$ cat src/rtl/status_alu_pkg.sv
`timescale 1ns/1ps
package status_alu_pkg;
  localparam int DATA_W = 32;
  localparam int NUM_W  = 3;   // number of selectable widths: 8 << index
  localparam int NIB_W  = 4;   // aux carry boundary
  localparam int PAR_W  = 8;   // parity span
  localparam int FLAG_W = 6;
  localparam int OP_W   = 3;
  localparam int WS_W   = 2;

  localparam int FL_C = 0;
  localparam int FL_P = 1;
  localparam int FL_A = 2;
  localparam int FL_Z = 3;
  localparam int FL_S = 4;
  localparam int FL_O = 5;

  typedef enum logic [OP_W-1:0] {
    OP_ADD = 3'd0, OP_ADC = 3'd1, OP_SUB = 3'd2, OP_SBB = 3'd3,
    OP_AND = 3'd4, OP_OR  = 3'd5, OP_XOR = 3'd6, OP_NOT = 3'd7
  } op_e;

  typedef enum logic [1:0] { LG_AND, LG_OR, LG_XOR, LG_NOT } logic_e;

  typedef struct packed {
    logic             doSub;
    logic             useCin;
    logic             isLogic;
    logic_e           logicSel;
    logic [NUM_W-1:0] widthOh;
    logic             loadFlags;
  } ctrl_t;
endpackage

$ cat src/rtl/status_alu_ctrl.sv
`timescale 1ns/1ps
module status_alu_ctrl
  import status_alu_pkg::*;
(
  input  logic [OP_W-1:0] opSel,
  input  logic [WS_W-1:0] widthSel,
  input  logic            flagWe,
  output ctrl_t           ctl
);
  op_e opCode;
  assign opCode = op_e'(opSel);

  always_comb begin
    ctl = '0;
    ctl.loadFlags = flagWe;
    unique case (opCode)
      OP_ADD: begin ctl.doSub = 1'b0; ctl.useCin = 1'b0; end
      OP_ADC: begin ctl.doSub = 1'b0; ctl.useCin = 1'b1; end
      OP_SUB: begin ctl.doSub = 1'b1; ctl.useCin = 1'b0; end
      OP_SBB: begin ctl.doSub = 1'b1; ctl.useCin = 1'b1; end
      OP_AND: begin ctl.isLogic = 1'b1; ctl.logicSel = LG_AND; end
      OP_OR:  begin ctl.isLogic = 1'b1; ctl.logicSel = LG_OR;  end
      OP_XOR: begin ctl.isLogic = 1'b1; ctl.logicSel = LG_XOR; end
      OP_NOT: begin ctl.isLogic = 1'b1; ctl.logicSel = LG_NOT; end
      default: ctl.isLogic = 1'b0;
    endcase
    case (widthSel)
      2'd0:    ctl.widthOh = NUM_W'(1);
      2'd1:    ctl.widthOh = NUM_W'(2);
      default: ctl.widthOh = NUM_W'(1) << (NUM_W - 1);
    endcase
  end
endmodule

$ cat src/rtl/status_alu_dp.sv
`timescale 1ns/1ps
module status_alu_dp
  import status_alu_pkg::*;
(
  input  logic              clk,
  input  logic              rstN,
  input  logic [DATA_W-1:0] opA,
  input  logic [DATA_W-1:0] opB,
  input  logic              carryIn,
  input  ctrl_t             ctl,
  output logic [DATA_W-1:0] result,
  output logic [FLAG_W-1:0] flagsQ
);
  // per-width slices, built once per selectable width
  logic [DATA_W-1:0] maskPer [NUM_W];
  logic [DATA_W-1:0] mask;
  logic [DATA_W-1:0] aM, bM;
  logic [DATA_W:0]   sumWide, cinWide;
  logic [NIB_W:0]    nibWide, cinNib;
  logic [DATA_W-1:0] logicRes, rawRes;
  logic [NUM_W-1:0]  carryAt, signA, signB, signR;
  logic              cinEff, carryBit, sA, sB, sR, ovBit;
  logic [FLAG_W-1:0] flagsNext;

  for (genvar gi = 0; gi < NUM_W; gi++) begin : g_width
    localparam int W = 8 << gi;
    assign maskPer[gi] = DATA_W'((64'd1 << W) - 64'd1);
    assign carryAt[gi] = sumWide[W];
    assign signA[gi]   = aM[W-1];
    assign signB[gi]   = bM[W-1];
    assign signR[gi]   = result[W-1];
  end

  always_comb begin
    mask = '0;
    for (int i = 0; i < NUM_W; i++)
      if (ctl.widthOh[i]) mask = mask | maskPer[i];
  end

  assign aM      = opA & mask;
  assign bM      = opB & mask;
  assign cinEff  = ctl.useCin & carryIn;
  assign cinWide = {{DATA_W{1'b0}}, cinEff};
  assign cinNib  = {{NIB_W{1'b0}}, cinEff};

  // one shared adder; operands are zero above the width, so the bit at
  // index W holds the carry (add) or the borrow (subtract)
  always_comb begin
    if (ctl.doSub) begin
      sumWide = {1'b0, aM} - {1'b0, bM} - cinWide;
      nibWide = {1'b0, aM[NIB_W-1:0]} - {1'b0, bM[NIB_W-1:0]} - cinNib;
    end else begin
      sumWide = {1'b0, aM} + {1'b0, bM} + cinWide;
      nibWide = {1'b0, aM[NIB_W-1:0]} + {1'b0, bM[NIB_W-1:0]} + cinNib;
    end
  end

  always_comb begin
    unique case (ctl.logicSel)
      LG_AND:  logicRes = aM & bM;
      LG_OR:   logicRes = aM | bM;
      LG_XOR:  logicRes = aM ^ bM;
      default: logicRes = ~aM;
    endcase
  end

  assign rawRes = ctl.isLogic ? logicRes : sumWide[DATA_W-1:0];
  assign result = rawRes & mask;

  assign carryBit = |(carryAt & ctl.widthOh);
  assign sA       = |(signA & ctl.widthOh);
  assign sB       = |(signB & ctl.widthOh);
  assign sR       = |(signR & ctl.widthOh);
  assign ovBit    = ctl.doSub ? ((sA != sB) && (sR != sA))
                              : ((sA == sB) && (sR != sA));

  always_comb begin
    flagsNext       = '0;
    flagsNext[FL_C] = !ctl.isLogic && carryBit;
    flagsNext[FL_P] = ~^result[PAR_W-1:0];
    flagsNext[FL_A] = !ctl.isLogic && nibWide[NIB_W];
    flagsNext[FL_Z] = (result == '0);
    flagsNext[FL_S] = sR;
    flagsNext[FL_O] = !ctl.isLogic && ovBit;
  end

  always_ff @(posedge clk or negedge rstN) begin
    if (!rstN)              flagsQ <= '0;
    else if (ctl.loadFlags) flagsQ <= flagsNext;
  end
endmodule

$ cat src/rtl/status_alu.sv
`timescale 1ns/1ps
module status_alu
  import status_alu_pkg::*;
(
  input  logic              clk,
  input  logic              rstN,
  input  logic [DATA_W-1:0] opA,
  input  logic [DATA_W-1:0] opB,
  input  logic [OP_W-1:0]   opSel,
  input  logic [WS_W-1:0]   widthSel,
  input  logic              carryIn,
  input  logic              flagWe,
  output logic [DATA_W-1:0] result,
  output logic [FLAG_W-1:0] flagsQ
);
  ctrl_t ctl;

  status_alu_ctrl u_ctrl (
    .opSel(opSel), .widthSel(widthSel), .flagWe(flagWe), .ctl(ctl)
  );

  status_alu_dp u_dp (
    .clk(clk), .rstN(rstN), .opA(opA), .opB(opB), .carryIn(carryIn),
    .ctl(ctl), .result(result), .flagsQ(flagsQ)
  );
endmodule

$ cat config.mk
export PLATFORM = sky130hd
export DESIGN_NAME = status_alu
export DESIGN_NICKNAME = d
export VERILOG_FILES = /design/src/rtl/status_alu_pkg.sv /design/src/rtl/status_alu_ctrl.sv /design/src/rtl/status_alu_dp.sv /design/src/rtl/status_alu.sv
export SDC_FILE = /design/constraint.sdc
export NUM_CORES = 1
export LEC_CHECK = 0
export BUFFER_PORTS_ARGS = -buffer_cell sky130_fd_sc_hd__buf_2
export CAP_MARGIN = 5
export CORE_ASPECT_RATIO = 0.7
export CORE_MARGIN = 4
export CORE_UTILIZATION = 34
export CTS_CLUSTER_DIAMETER = 120
export CTS_CLUSTER_SIZE = 25
export DETAILED_ROUTE_END_ITERATION = 7
export PLACE_DENSITY = 0.54
export SLEW_MARGIN = 30
export SYNTH_ARGS = -nofsm -noshare
export SYNTH_HDL_FRONTEND = slang
export SYNTH_SLANG_ARGS = --single-unit
$ cat constraint.sdc
create_clock -name clk -period 7.5 [get_ports clk]
set_clock_uncertainty 0.1 [all_clocks]
set_input_delay 1.125 -clock clk [delete_from_list [all_inputs] [get_ports clk]]
set_output_delay 1.125 -clock clk [all_outputs]
set_load 0.005 [all_outputs]
==> key figures <==
Timing
  • Final setup fails: 0
  • Setup ws final: slightly above 0.8 ns
  • Post-layout min period: 6.69 ns
  • Fin crit share: about nine tenths
  • Worst slew pin tran: 0.967 ns
  • Slew margin rel.: 33.9%
  • Final slew viol count: 0
  • Final hold violations: 0
  • Fmax: 149 MHz
  • Final setup TNS: 0 ns
  • RSZ-0062 raised after global routing: no
  • Hold Worst Slack: 0.400 ns

Global route
  • Gr usage total: 21.3%
  • First-pass GRT wire length: ~41000 microns
  • Overflow after GRT: 0
  • Largest net degree at the start of global routing: 48
  • Initial antenna violation count: 0
  • Vias in the first global route: 7183

Route
  • DRC: 0
  • DR vias/cell: about 5.6
  • DRT Wirelength: 26400 microns
  • Via count: 7943
  • ANT nets after route: 0
  • First drt pass iteration count: 5
  • DR iter-0 viols: ~810
  • Drt wl/cell: 18.7 microns

Place
  • Gpl congestion: between 0.9 and 1
  • PortBufs: 110
  • DP Area: 7920 sq um
  • Pre-CTS setup slack: 0.855 ns
  • DP Wirelength: 21600 microns

Floorplanning
  • Rows: 44
  • Core Region: 20800 sq um
  • I/O Pins: 111
  • Die Y: 130 microns
  • Initial core utilization: 34.6%
  • Die X: 182 microns
  • Die area: between 20000 and 25000 sq um

Setup path
  • Flop2flop setup slack: 6.39 ns
  • Reg2Reg Depth: 3
  • CP most frequent cell: nor2_1
  • Crit path launch type: input pin
  • CP Capture Type: primary output
  • Crit Path Category: in -> out
  • Crit path largest cell delay: between 0.4 and 0.5 ns
  • CP cell instances: buf_2, or2_2, and2_1, ha_1, inv_1, ha_1, a21oi_1, o211ai_1, o21ai_1, o21ai_0, a41o_1, a221o_1, mux2_2, a21oi_1, nor2_1, nor2_1, nor2_1, buf_2
  • Critical-path top delay cell: or2_2
  • Required time of the critical path: 6.27 ns
  • CP Data Arrival Time: 5.47 ns
  • Worst Path Max Fanout: 21
  • FF-to-FF End: u_dp.flagsQ[0]
  • Buffers plus inverters on the worst setup path: 3
  • CP delay by family, top: compound AO/OA/AOI/OAI gates
  • RR Startpoint: u_dp.flagsQ[0]
  • Critical Path Stages: 18

Hold path
  • Hold-critical path depth: 1
  • Hold Path End: u_dp.flagsQ[3]
  • Hold_sp: u_dp.flagsQ[3]
  • Worst hold-check path type: reg -> reg

Logic synthesis
  • EDFF count, synth: 0
  • Synth Flop Type: dfrtp_1
  • Async SR Flop Fraction: 100%
  • Yosys top cell area share: around 22%
  • Mean Syn Cell Area: between 6 and 7 sq um
  • Synth area leaders: ha_1 (22%), inv_1 (8.4%), nand2_1 (6.9%), a21oi_1 (6.1%), mux4_2 (5.0%)
  • Seq/Total Area, Yosys: under 10%
  • Synth cell types: 78
  • Area leader, netlist: ha_1
  • Synth Cell Area: 7170 sq um
  • Syn. warnings: 0
  • Cells after synthesis: 1067
  • Syn_nets: 1272
  • Flops & latches, synth: 6

CTS
  • TritonCTS clock tree: built
  • Num CTS Buffers: 3
  • Clock latency on the worst-skew pair: 0.23 ns
  • Clock Pin Slew Worst Setup and Hold Paths: ~0.03 ns
  • Root Buffer Master: clkbuf_16
  • Post-CTS Setup Bufs: 0
  • H-Tree Depth: 1
  • Hold buffer count at CTS: 0
  • Clk sinks: 6
  • Deepest clock path buffer count: 2
  • Post-cts sizing count: 0

Pwr
  • Peak VDD IR: 0.0592 mV
  • Leak: 4.00 nW
  • Pwr dens: about 110 nW/um^2

Cells and area
  • Layout Nets: 1343
  • Largest regs: u_dp.flagsQ (6)
  • Share of post-route cells with drive strength above 1: 14.3%
  • Top reg by flops: u_dp.flagsQ
  • Fin util: a little under 40%
  • Max reg flops: 6
  • N_diodes: 0
  • Area growth syn-to-layout: 11.4%
  • Post-route design area: 7990 sq um

Status
  • Outcome: finished, final reports clean

Job
  • Max-Cap Viols: 0
==> synthesized netlist by cell type (3+ instances only) <==
library cell and instances:
inv_1 161, nand2_1 132, ha_1 128, a21oi_1 87
nor2_1 79, o21ai_0 63, xnor2_1 34, clkbuf_1 32
nand3_1 23, a211oi_1 18, buf_2 16, mux2i_1 16
mux4_2 16, o211ai_1 15, a21o_1 14, and2_1 13
nor3_1 13, xor2_1 13, nand4_1 11, o21a_1 11
nand2b_1 10, nor4_1 10, a31oi_1 9, nor2b_1 9
o31ai_1 9, and3_1 8, o22ai_1 8, a221oi_1 7
a2111oi_0 6, dfrtp_1 6, or3_1 6, o21bai_1 5
fa_1 4, mux2_2 4, o41ai_1 4, a211o_1 3
a21boi_0 3, a221o_1 3, a311oi_1 3, buf_1 3
buf_4 3, nand3b_1 3, o2111ai_1 3
==> layout make-up <==
| type | count | area (sq um) |
|---|---|---|
| fillers | 2264 | 12800 |
| multi-input cells | 846 | 6190 |
| repair buffers | 120 | 626 |
| inverters | 161 | 604 |
| well taps | 276 | 345 |
| flip-flops and latches | 6 | 150 |
| clock buffers | 3 | 75.1 |
==> placed cells by master (no fill, tap or decap), types with 16 or more instances in the layout <==
| cell | count |
|---|---|
| inv_1 | 161 |
| a211oi_1 | 18 |
| xnor2_1 | 34 |
| ha_1 | 128 |
| o21ai_0 | 63 |
| mux4_2 | 16 |
| nor2_1 | 77 |
| mux2i_1 | 16 |
| a21oi_1 | 87 |
| buf_2 | 110 |
| nand3_1 | 23 |
| nand2_1 | 132 |
==> report_power, final <==
part | internal (mW) | switching, mW
sequential | 0.0388 | 0.00335
clock | 0.0683 | 0.0169
combinational | 0.307 | 0.471
==> routing by layer <==
metal | share of wire, % | vias to the layer above | GRT usage, %
met1 | 51 | 3681 | 33.9
met5 | 0 | - | 0
met4 | 0.79 | 0 | 2.03
li1 | - | 3878 | -
met3 | 9.3 | 23 | 3.68
met2 | 38 | 361 | 30.8
==> how the worst max path moves through the flow <==
stage,end,start
after floorplan,result[27],opSel[0]
after detailed placement,result[27],widthSel[0]
final,result[27],widthSel[0]
after global placement,result[27],widthSel[0]
after CTS,result[27],widthSel[0]
after global routing,result[30],widthSel[0]
==> worst register-to-register path, stage by stage (launching register included) <==
cell	delay (ns)
dfrtp_1	0.40
o21ai_0	0.15
o41ai_1	0.11
a41o_1	0.23
==> stage by stage <==
stage / total power [mW] / cells
global route: 0.991 / 1412
finish: 0.905 / 1412
CTS: 0.896 / 1412
detailed placement: 0.804 / 1409
floorplan: 0.586 / 1067
global placement: 0.808 / 1409
==> logic make-up after synthesis <==
kind of cell	count (synthesis)	share of synthesized area [%]
flip-flops	6	2.09
AO/OA/AOI/OAI	301	27.8
adder cells (fa/ha/maj)	132	23.4
buffers and inverters	215	11.7
multiplexers	36	7.89
XOR/XNOR	47	5.74
AND/OR/NAND/NOR	330	21.3
Note: power is estimated with default switching activity, not from simulation.
